`src/rtl/e3bm_pkg.sv`:
```
package e3bm_pkg;

    typedef enum logic [1:0] {
        ST_HUNT,
        ST_PRIME,
        ST_FIRST,
        ST_CHECK
    } frm_state_t;

    localparam logic [7:0] ADDR_STATUS = 8'h15;
    localparam logic [7:0] ADDR_CNT_HI = 8'h54;
    localparam logic [7:0] ADDR_CNT_LO = 8'h55;

    localparam int BIP_STATUS_BIT = 2;
    localparam int FEBE_MA_BIT    = 6;

endpackage

```
`src/rtl/e3bm_frame_fsm.sv`:
```
module e3bm_frame_fsm
    import e3bm_pkg::*;
#(
    parameter int DW = 8
) (
    input  logic          clk,
    input  logic          rst_n,
    input  logic          frame_aligned,
    input  logic          rx_valid,
    input  logic          rx_sof,
    input  logic          rx_em_pos,
    input  logic [DW-1:0] rx_byte,
    output logic          bip_err
);

    frm_state_t state, state_nxt;
    logic [DW-1:0] acc_par;
    logic [DW-1:0] ref_par;
    logic [DW-1:0] cmp_par;
    logic          sof_byte;
    logic          check_en;

    assign sof_byte = rx_valid && rx_sof;

    // state register
    always_ff @(posedge clk or negedge rst_n) begin
        if (!rst_n) begin
            state <= ST_HUNT;
        end else begin
            state <= state_nxt;
        end
    end

    // transitions
    always_comb begin
        state_nxt = state;
        if (!frame_aligned) begin
            state_nxt = ST_HUNT;
        end else begin
            unique case (state)
                ST_HUNT:  state_nxt = ST_PRIME;
                ST_PRIME: if (sof_byte) state_nxt = ST_FIRST;
                ST_FIRST: if (sof_byte) state_nxt = ST_CHECK;
                ST_CHECK: state_nxt = ST_CHECK;
            endcase
        end
    end

    // running parity and the reference taken at each frame boundary
    always_ff @(posedge clk or negedge rst_n) begin
        if (!rst_n) begin
            acc_par <= '0;
            ref_par <= '0;
        end else if (rx_valid && state != ST_HUNT) begin
            if (rx_sof) begin
                ref_par <= acc_par;
                acc_par <= rx_byte;
            end else begin
                acc_par <= acc_par ^ rx_byte;
            end
        end
    end

    // outputs: the parity byte of a frame may sit on its own start byte
    always_comb begin
        cmp_par  = rx_sof ? acc_par : ref_par;
        unique case (state)
            ST_CHECK: check_en = 1'b1;
            ST_FIRST: check_en = rx_sof;
            ST_HUNT,
            ST_PRIME: check_en = 1'b0;
        endcase
        bip_err = frame_aligned && rx_valid && rx_em_pos && check_en
                  && (rx_byte != cmp_par);
    end

endmodule

```
`src/rtl/e3bm_febe_tx.sv`:
```
module e3bm_febe_tx #(
    parameter int PEND_W = 3
) (
    input  logic clk,
    input  logic rst_n,
    input  logic bip_err,
    input  logic tx_sof,
    output logic febe_active
);

    localparam logic [PEND_W-1:0] PEND_MAX = '1;

    logic [PEND_W-1:0] pend;
    logic [PEND_W-1:0] pend_base;
    logic [PEND_W-1:0] pend_nxt;
    logic              owe;

    always_comb begin
        owe       = (pend != '0);
        pend_base = (tx_sof && owe) ? pend - 1'b1 : pend;
        pend_nxt  = (bip_err && pend_base != PEND_MAX) ? pend_base + 1'b1 : pend_base;
    end

    always_ff @(posedge clk or negedge rst_n) begin
        if (!rst_n) begin
            pend        <= '0;
            febe_active <= 1'b0;
        end else begin
            pend <= pend_nxt;
            if (tx_sof) begin
                febe_active <= owe;
            end
        end
    end

endmodule

```
`src/rtl/e3bm_regs.sv`:
```
module e3bm_regs
    import e3bm_pkg::*;
#(
    parameter int DW = 8,
    parameter int AW = 8
) (
    input  logic            clk,
    input  logic            rst_n,
    input  logic            bip_err,
    input  logic            irq_en,
    input  logic            rd_en,
    input  logic [AW-1:0]   rd_addr,
    output logic [DW-1:0]   rd_data,
    output logic            irq,
    output logic            st_bip,
    output logic [2*DW-1:0] err_cnt
);

    localparam int CNT_W = 2 * DW;
    localparam logic [CNT_W-1:0] CNT_MAX = '1;

    logic            rd_st, rd_hi, rd_lo;
    logic [DW-1:0]   lo_hold;
    logic [DW-1:0]   st_word;
    logic [CNT_W-1:0] cnt_base;

    always_comb begin
        rd_st    = rd_en && (rd_addr == AW'(ADDR_STATUS));
        rd_hi    = rd_en && (rd_addr == AW'(ADDR_CNT_HI));
        rd_lo    = rd_en && (rd_addr == AW'(ADDR_CNT_LO));
        st_word  = '0;
        st_word[BIP_STATUS_BIT] = st_bip;
        cnt_base = rd_hi ? '0 : err_cnt;
    end

    always_ff @(posedge clk or negedge rst_n) begin
        if (!rst_n) begin
            st_bip  <= 1'b0;
            err_cnt <= '0;
            lo_hold <= '0;
            rd_data <= '0;
        end else begin
            if (bip_err) begin
                st_bip <= 1'b1;
            end else if (rd_st) begin
                st_bip <= 1'b0;
            end
            err_cnt <= (bip_err && cnt_base != CNT_MAX) ? cnt_base + 1'b1 : cnt_base;
            if (rd_hi) begin
                lo_hold <= err_cnt[DW-1:0];
            end
            if (rd_st) begin
                rd_data <= st_word;
            end else if (rd_hi) begin
                rd_data <= err_cnt[CNT_W-1:DW];
            end else if (rd_lo) begin
                rd_data <= lo_hold;
            end else begin
                rd_data <= '0;
            end
        end
    end

    assign irq = st_bip && irq_en;

endmodule

```
`src/rtl/e3_bip_monitor.sv`:
```
module e3_bip_monitor
    import e3bm_pkg::*;
#(
    parameter int DW     = 8,
    parameter int AW     = 8,
    parameter int PEND_W = 3
) (
    input  logic          clk,
    input  logic          rst_n,
    input  logic          frame_aligned,
    input  logic          rx_valid,
    input  logic          rx_sof,
    input  logic          rx_em_pos,
    input  logic [DW-1:0] rx_byte,
    input  logic          tx_sof,
    output logic [DW-1:0] tx_ma_byte,
    input  logic          irq_en,
    input  logic          rd_en,
    input  logic [AW-1:0] rd_addr,
    output logic [DW-1:0] rd_data,
    output logic          irq
);

    logic            bip_err;
    logic            febe_active;
    logic            st_bip;
    logic [2*DW-1:0] err_cnt;

    e3bm_frame_fsm #(.DW(DW)) u_fsm (
        .clk           (clk),
        .rst_n         (rst_n),
        .frame_aligned (frame_aligned),
        .rx_valid      (rx_valid),
        .rx_sof        (rx_sof),
        .rx_em_pos     (rx_em_pos),
        .rx_byte       (rx_byte),
        .bip_err       (bip_err)
    );

    e3bm_febe_tx #(.PEND_W(PEND_W)) u_febe (
        .clk         (clk),
        .rst_n       (rst_n),
        .bip_err     (bip_err),
        .tx_sof      (tx_sof),
        .febe_active (febe_active)
    );

    e3bm_regs #(.DW(DW), .AW(AW)) u_regs (
        .clk     (clk),
        .rst_n   (rst_n),
        .bip_err (bip_err),
        .irq_en  (irq_en),
        .rd_en   (rd_en),
        .rd_addr (rd_addr),
        .rd_data (rd_data),
        .irq     (irq),
        .st_bip  (st_bip),
        .err_cnt (err_cnt)
    );

    for (genvar i = 0; i < DW; i++) begin : g_ma
        if (i == FEBE_MA_BIT) begin : g_febe
            assign tx_ma_byte[i] = febe_active;
        end else begin : g_zero
            assign tx_ma_byte[i] = 1'b0;
        end
    end

endmodule

```
`config.mk`:
```
export PLATFORM = sky130hd
export DESIGN_NAME = e3_bip_monitor
export DESIGN_NICKNAME = d
export VERILOG_FILES = /design/src/rtl/e3bm_pkg.sv /design/src/rtl/e3bm_frame_fsm.sv /design/src/rtl/e3bm_febe_tx.sv /design/src/rtl/e3bm_regs.sv /design/src/rtl/e3_bip_monitor.sv
export SDC_FILE = /design/constraint.sdc
export NUM_CORES = 1
export LEC_CHECK = 0
export ABC_AREA = 1
export BUFFER_PORTS_ARGS = -buffer_cell sky130_fd_sc_hd__buf_2
export CAP_MARGIN = 15
export CORE_UTILIZATION = 65
export CTS_BUF_LIST = sky130_fd_sc_hd__clkbuf_8
export DETAILED_ROUTE_END_ITERATION = 12
export PLACE_DENSITY = 0.88
export SLEW_MARGIN = 20
export SYNTH_ARGS = -nofsm -noshare
export SYNTH_HDL_FRONTEND = slang
export SYNTH_HIERARCHICAL = 1
export SYNTH_SLANG_ARGS = --single-unit
```
`constraint.sdc`:
```
create_clock -name clk -period 5.2 [get_ports clk]
set_clock_uncertainty 0.2 [all_clocks]
set_input_delay 0.52 -clock clk [delete_from_list [all_inputs] [get_ports clk]]
set_output_delay 0.52 -clock clk [all_outputs]
set_load 0.03 [all_outputs]
```
# After elaboration in Yosys (flattened, before gate mapping)
# Cells that the tools add are included.
[totals]
mem_count = 0
romBits = 0
input_bits = 25
output_inout_bits = 17
register_bits = 55
wordCells = 59
mem_bits_rw = 0
latch_bits = 0
[classes]
div = 0
shifts = 0
n_lt_le_gt_ge = 0
add_sub_neg = 3
eq_ne = 11
n_mux = 16
n_reduce_logical = 19
mul = 0
n_bitwise = 1
[op_table]
columns = ["op", "count"]
rows = [
  ["$mux W8", 5],
  ["$mux W16", 2],
  ["$add A16 B1 Y16 const B", 1],
  ["$eq A8 B7 Y1 const B", 2],
  ["$ne A16 B16 Y1 const B", 1],
  ["$logic_and A1 B1 Y1", 13],
  ["$eq A8 B5 Y1 const B", 1],
  ["$ne A8 B8 Y1", 1],
  ["$pmux W2 S4", 1],
  ["$xor A8 B8 Y8", 1],
  ["$mux W2", 3],
  ["$mux W3", 2],
  ["$ne A3 B2 Y1 const B", 2],
  ["$eq A2 B2 Y1 const B", 2],
  ["$reduce_bool A2 Y1", 2],
  ["$add A3 B1 Y3 const B", 1],
  ["$ne A3 B3 Y1 const B", 1],
  ["$pmux W1 S3", 1],
  ["$reduce_bool A3 Y1", 1],
  ["$sub A3 B1 Y3 const B", 1],
  ["$eq A2 B1 Y1 const B", 1],
  ["$logic_not A2 Y1", 1],
  ["$mux W1", 2],
  ["$reduce_and A2 Y1", 1],
  ["$reduce_or A2 Y1", 1],
]

# Logic depth before layout (Yosys ltp)
[depth]
depth_word = 7
depth_mapped = 15
ltp_nobuf = 15

# Modules after synthesis
# Netlist, hierarchy kept.
[modules_own_cells]
columns = ["mod", "area_each_um2", "instances", "cells_each", "seq_area_each_um2"]
rows = [
  ["e3bm_regs", 1881.8, 1, 257, 825.8],
  ["e3bm_frame_fsm", 1126.1, 1, 153, 450.4],
  ["e3bm_febe_tx", 305.3, 1, 42, 100.1],
  ["e3_bip_monitor", 63.8, 1, 9, 0.0],
]

# Least setup slack after synthesis
# OpenSTA, ideal clock, no wires.
[synth_timing]
path_kind = "input -> register"
startpoint = "input port rx_sof"
endpoint = "register u_regs.err_cnt[13]"
n_path_buf = 2
t_required_ns = 4.935
stages = 15
setup_slack_ns = 3.073
t_arrival_ns = 1.862
setup_time_ns = 0.065
cell_sequence = "inv_2 buf_6 nand2_1 nand3_1 nand2_1 nand2_1 inv_1 nand2_1 nor2_1 nor2_1 inv_1 nor2_4 buf_6 nand2_1 nand2_1"
[synth_between]
elab_chain_cells = 5
elab_cells_between_ends = 7
classes_between = "eq/ne: 1; mux: 3; reduce/logical: 3"
[synth_lines]
columns = ["element", "line_no", "text"]
rows = [
  ["start: declaration", "e3_bip_monitor.sv:12", "input logic rx_sof,"],
  ["$mux W8 or $pmux W1 S3 (tied branches)", "e3bm_frame_fsm.sv:66, e3bm_frame_fsm.sv:67", ""],
  ["$ne A8 B8 Y1 or $logic_and A1 B1 Y1 (tied branches)", "e3bm_frame_fsm.sv:74, e3bm_frame_fsm.sv:73", ""],
  ["$logic_and A1 B1 Y1 *", "e3bm_frame_fsm.sv:74", "&& (rx_byte != cmp_par);"],
  ["via bip_err", "e3_bip_monitor.sv:24", "logic bip_err;"],
  ["$logic_and A1 B1 Y1 *", "e3bm_regs.sv:48", "err_cnt <= (bip_err && cnt_base != CNT_MAX) ? cnt_base + 1'b1 : cnt_base;"],
  ["$mux W16 *", "e3bm_regs.sv:48", ""],
  ["end signal: assignment", "e3bm_regs.sv:48", ""],
  ["end: declaration", "e3bm_regs.sv:16", "output logic [2*DW-1:0] err_cnt"],
]
# The timed path passes the listed nets; every way through them passes the cells marked *.
# A chain may end at the register's enable or synchronous reset.

# Worst setup path after layout
[layout_timing]
startpoint = "input port rx_sof"
endpoint = "register u_regs.err_cnt[10]"
# The elaborated chain is that of the path after synthesis.

==> impl_metrics.env <==
export IMPL_cp_common_cell="nand2_1"
export IMPL_buffer_ports_inserted=34
export IMPL_crit_path_top_delay_cell="nor2_1"
export IMPL_worst_hold_path_type="in2async"
export IMPL_grt_antenna_before_repair=0
export IMPL_slew_violations=0
export IMPL_timing_hold_violations_final=0
export IMPL_fin_crit_sh_pct=49.35
export IMPL_instance_count_of_the_mapped_netlist=461
export IMPL_ys_ff_latch=55
export IMPL_cp_data_arrival_time_ns=2.62
export IMPL_synth_enable_flop_cells=0
export IMPL_layout_cell_area_non_filler_um2=3617
export IMPL_initial_core_util_pct=69.65
export IMPL_syn_mean_instance_area_um2=7.325
export IMPL_post_drt_wl_per_cell_um=11.93
export IMPL_postCtsSetupRepairBufs=0
export IMPL_run_status="finished clean"
export IMPL_clock_root_buffer="clkbuf_8"
export IMPL_numCtsBuffers=5
export IMPL_synth_distinct_cells=31
export IMPL_cts_tree="built"
export IMPL_detailedRoute_firstIterationViolations=212
export IMPL_gr_total_overflow=0
export IMPL_routed_wirelength_um=6670
export IMPL_first_pass_grt_wire_length_um=11260
export IMPL_family_with_the_most_delay_on_the_worst_path="simple AND/OR/NAND/NOR gates"
export IMPL_antenna_left=0
export IMPL_path_cells="buf_2, inv_2, nand2_1, nand2_1, nand2_1, nand2_1, nand2_1, inv_1, nand2_1, nor2_1, nor2_1, inv_1, nor2_4, nand2_1, nand2_1"
export IMPL_cts_sink_count=55
export IMPL_coreArea_um2=4848
export IMPL_critical_path_reg2reg_startpoint="u_fsm/state[0]"
export IMPL_rsz0062_at_grt="no"
export IMPL_chipWidth_um=74.08
export IMPL_async_reset_ff_share_pct=100.0
export IMPL_peak_supply_drop_mv=0.1667
export IMPL_total_iterations_of_the_first_detailed_routing_run=5
export IMPL_die_height_um=74.08
export IMPL_critical_path_max_stage_delay_ns=0.46
export IMPL_timing_max_slew_rel_slack_pct=55.02
export IMPL_required_ns=5.25
export IMPL_max_clock_freq_mhz=389.7
export IMPL_dpl_instance_area_um2=3513
export IMPL_number_of_ports_placed_on_the_die_boundary=42
export IMPL_htreeDepth=2
export IMPL_startpoint_type_of_the_worst_setup_path="input pin"
export IMPL_num_fill_cells=385
export IMPL_design_die_area_um2=5488
export IMPL_setup_viol=0
export IMPL_final_nets=520
export IMPL_drc=0
export IMPL_synth_seq_area_share_pct=40.76
export IMPL_worstMarginPinSlew_ns=0.6746
export IMPL_layout_commonest_cell="nand2_1"
export IMPL_vias=2919
export IMPL_via_per_inst=5.222
export IMPL_period_minus_ws_final_ns=2.566
export IMPL_timing_max_cap_violations=0
export IMPL_synth_area_top_cells="dfrtp_1, nand2_1, inv_1"
export IMPL_synthesis_yosys_warnings=6
export IMPL_grt_max_degree=56
export IMPL_setup_tns_ns=0
export IMPL_clock_insertion_delay_worst_skew_ns=0.31
export IMPL_commonest_cells_after_routing_fill_and_taps_aside="nand2_1, inv_1, dfrtp_1"
export IMPL_gr_usage_all_layers_pct=26.88
export IMPL_fraction_of_layout_cells_with_a_size_suffix_above_1_pct=16.26
export IMPL_max_clock_path_buffers=2
export IMPL_vias_in_the_first_global_route=2792
export IMPL_power_density_nw_per_um2=323.3
export IMPL_floorplan_rows=25
export IMPL_total_leakage_power_nw=2.055
export IMPL_post_cts_resized_instances=0
export IMPL_clkSlewWorstSetupHoldPaths_ns=0.10
export IMPL_antenna_diode_count=0
export IMPL_timing_worst_setup_path_type="in2reg"
export IMPL_hold_fix_buffers_at_cts=0
export IMPL_postSynth_topFlopCell="dfrtp_1"
export IMPL_dp_hpwl_um=4749
export IMPL_synth_area_um2=3377
export IMPL_endpoint_kind="register"
export IMPL_synth_top_area_share_pct=40.76
export IMPL_finalWeightedCongestion=0.9396
export IMPL_area_delta_synth_final_pct=7.114
export IMPL_path_buf_inv=4
export IMPL_critical_path_startpoint="rx_sof"
export IMPL_synth_top_cell_by_area="dfrtp_1"
export IMPL_path_max_fanout=13
==> routing by layer <==
| metal | GRT usage [%] | vias to the layer above | routed length, um |
|---|---|---|---|
| met5 | 0 | - | 0 |
| met4 | 9.402 | 0 | 47 |
| met3 | 6.233 | 8 | 283 |
| met2 | 48.99 | 80 | 3531 |
| met1 | 30.80 | 1370 | 2808 |
| li1 | - | 1461 | - |
==> cells in the mapped netlist, types with 3 or more instances <==
cell     number
nor2_2        4
buf_2         4
inv_1        63
o22ai_1       3
nand2_1     153
dfrtp_1      55
nand3_1      37
a21oi_1       7
nand3_2       3
buf_4         8
xor2_1       15
nand4_1       8
nor2_1       39
o21ai_0       8
a31oi_1       6
buf_6         6
ha_1          4
nand2_2      18
inv_2         3
==> power breakdown <==
group          internal (mW)  switching, mW
clock network          0.121          0.140
registers              0.505         0.0562
logic                  0.133          0.214
==> final timing paths <==
check	cells after the start	end	slack (ns)
worst max-delay path	15	u_regs/err_cnt[10]	2.63
worst min-delay path	2	u_fsm/acc_par[7]	0.12
worst max register to register	8	u_regs/err_cnt[10]	2.89
worst min register to register	2	u_febe/febe_active	0.28
max in group asynchronous	2	u_regs/lo_hold[6]	4.22
min in group clk	3	u_fsm/state[1]	0.26
==> worst register-to-register path, stage by stage, from the launching register on <==
cell and delay (ns):
dfrtp_1 0.42, inv_1 0.05, a21oi_1 0.19, nand4_1 0.16, nor2_1 0.52, inv_1 0.18
nor2_4 0.34, nand2_1 0.12, nand2_1 0.08
==> kinds of logic after synthesis <==
family                     count (synthesis)  synth area share, %
xor gates and xnor gates                  15                3.890
adders and majority gates                  4                1.482
and+or+nand+nor                          272                36.42
other                                      1               0.1110
AOI/OAI and AO/OA                         29                5.373
DFF                                       55                40.76
buffers and inverters                     85                11.97
==> cell type report <==
class / count / area, um^2 / area share [%]
timing repair buffer: 35 / 177.7 / 4.912
sequential: 55 / 1376 / 38.05
clock buffer: 7 / 96.34 / 2.663
clock inverter: 1 / 7.507 / 0.2075
multi-input combinational: 327 / 1619 / 44.76
tap: 67 / 83.83 / 2.318
inverter: 67 / 256.5 / 7.091
==> flip-flops by register name, summed over array words and instances (netlist names) <==
| register | cells |
|---|---|
| u_regs/err_cnt | 16 |
| u_fsm/acc_par | 8 |
| u_fsm/ref_par | 8 |
| u_regs/lo_hold | 8 |
| u_regs/rd_data | 8 |
| u_febe/pend | 3 |
| u_fsm/state | 2 |
| u_febe/febe_active | 1 |
| u_regs/st_bip | 1 |
==> per-stage QoR <==
stage / util [%] / cells / setup slack (ns) / total power, mW / hold WS [ns]
CTS: 74.61 / 559 / 2.671 / 1.173 / 0.1552
global placement: 72.46 / 551 / 2.494 / 0.8897 / 0.2541
global route: 74.61 / 559 / 2.447 / 1.256 / 0.1856
detailed placement: 72.46 / 551 / 2.336 / 0.9127 / 0.2571
finish: 74.61 / 559 / 2.634 / 1.169 / 0.1205
floorplan: - / 467 / 3.073 / 0.8394 / 0.02441
(Power assumes the default switching activity.)
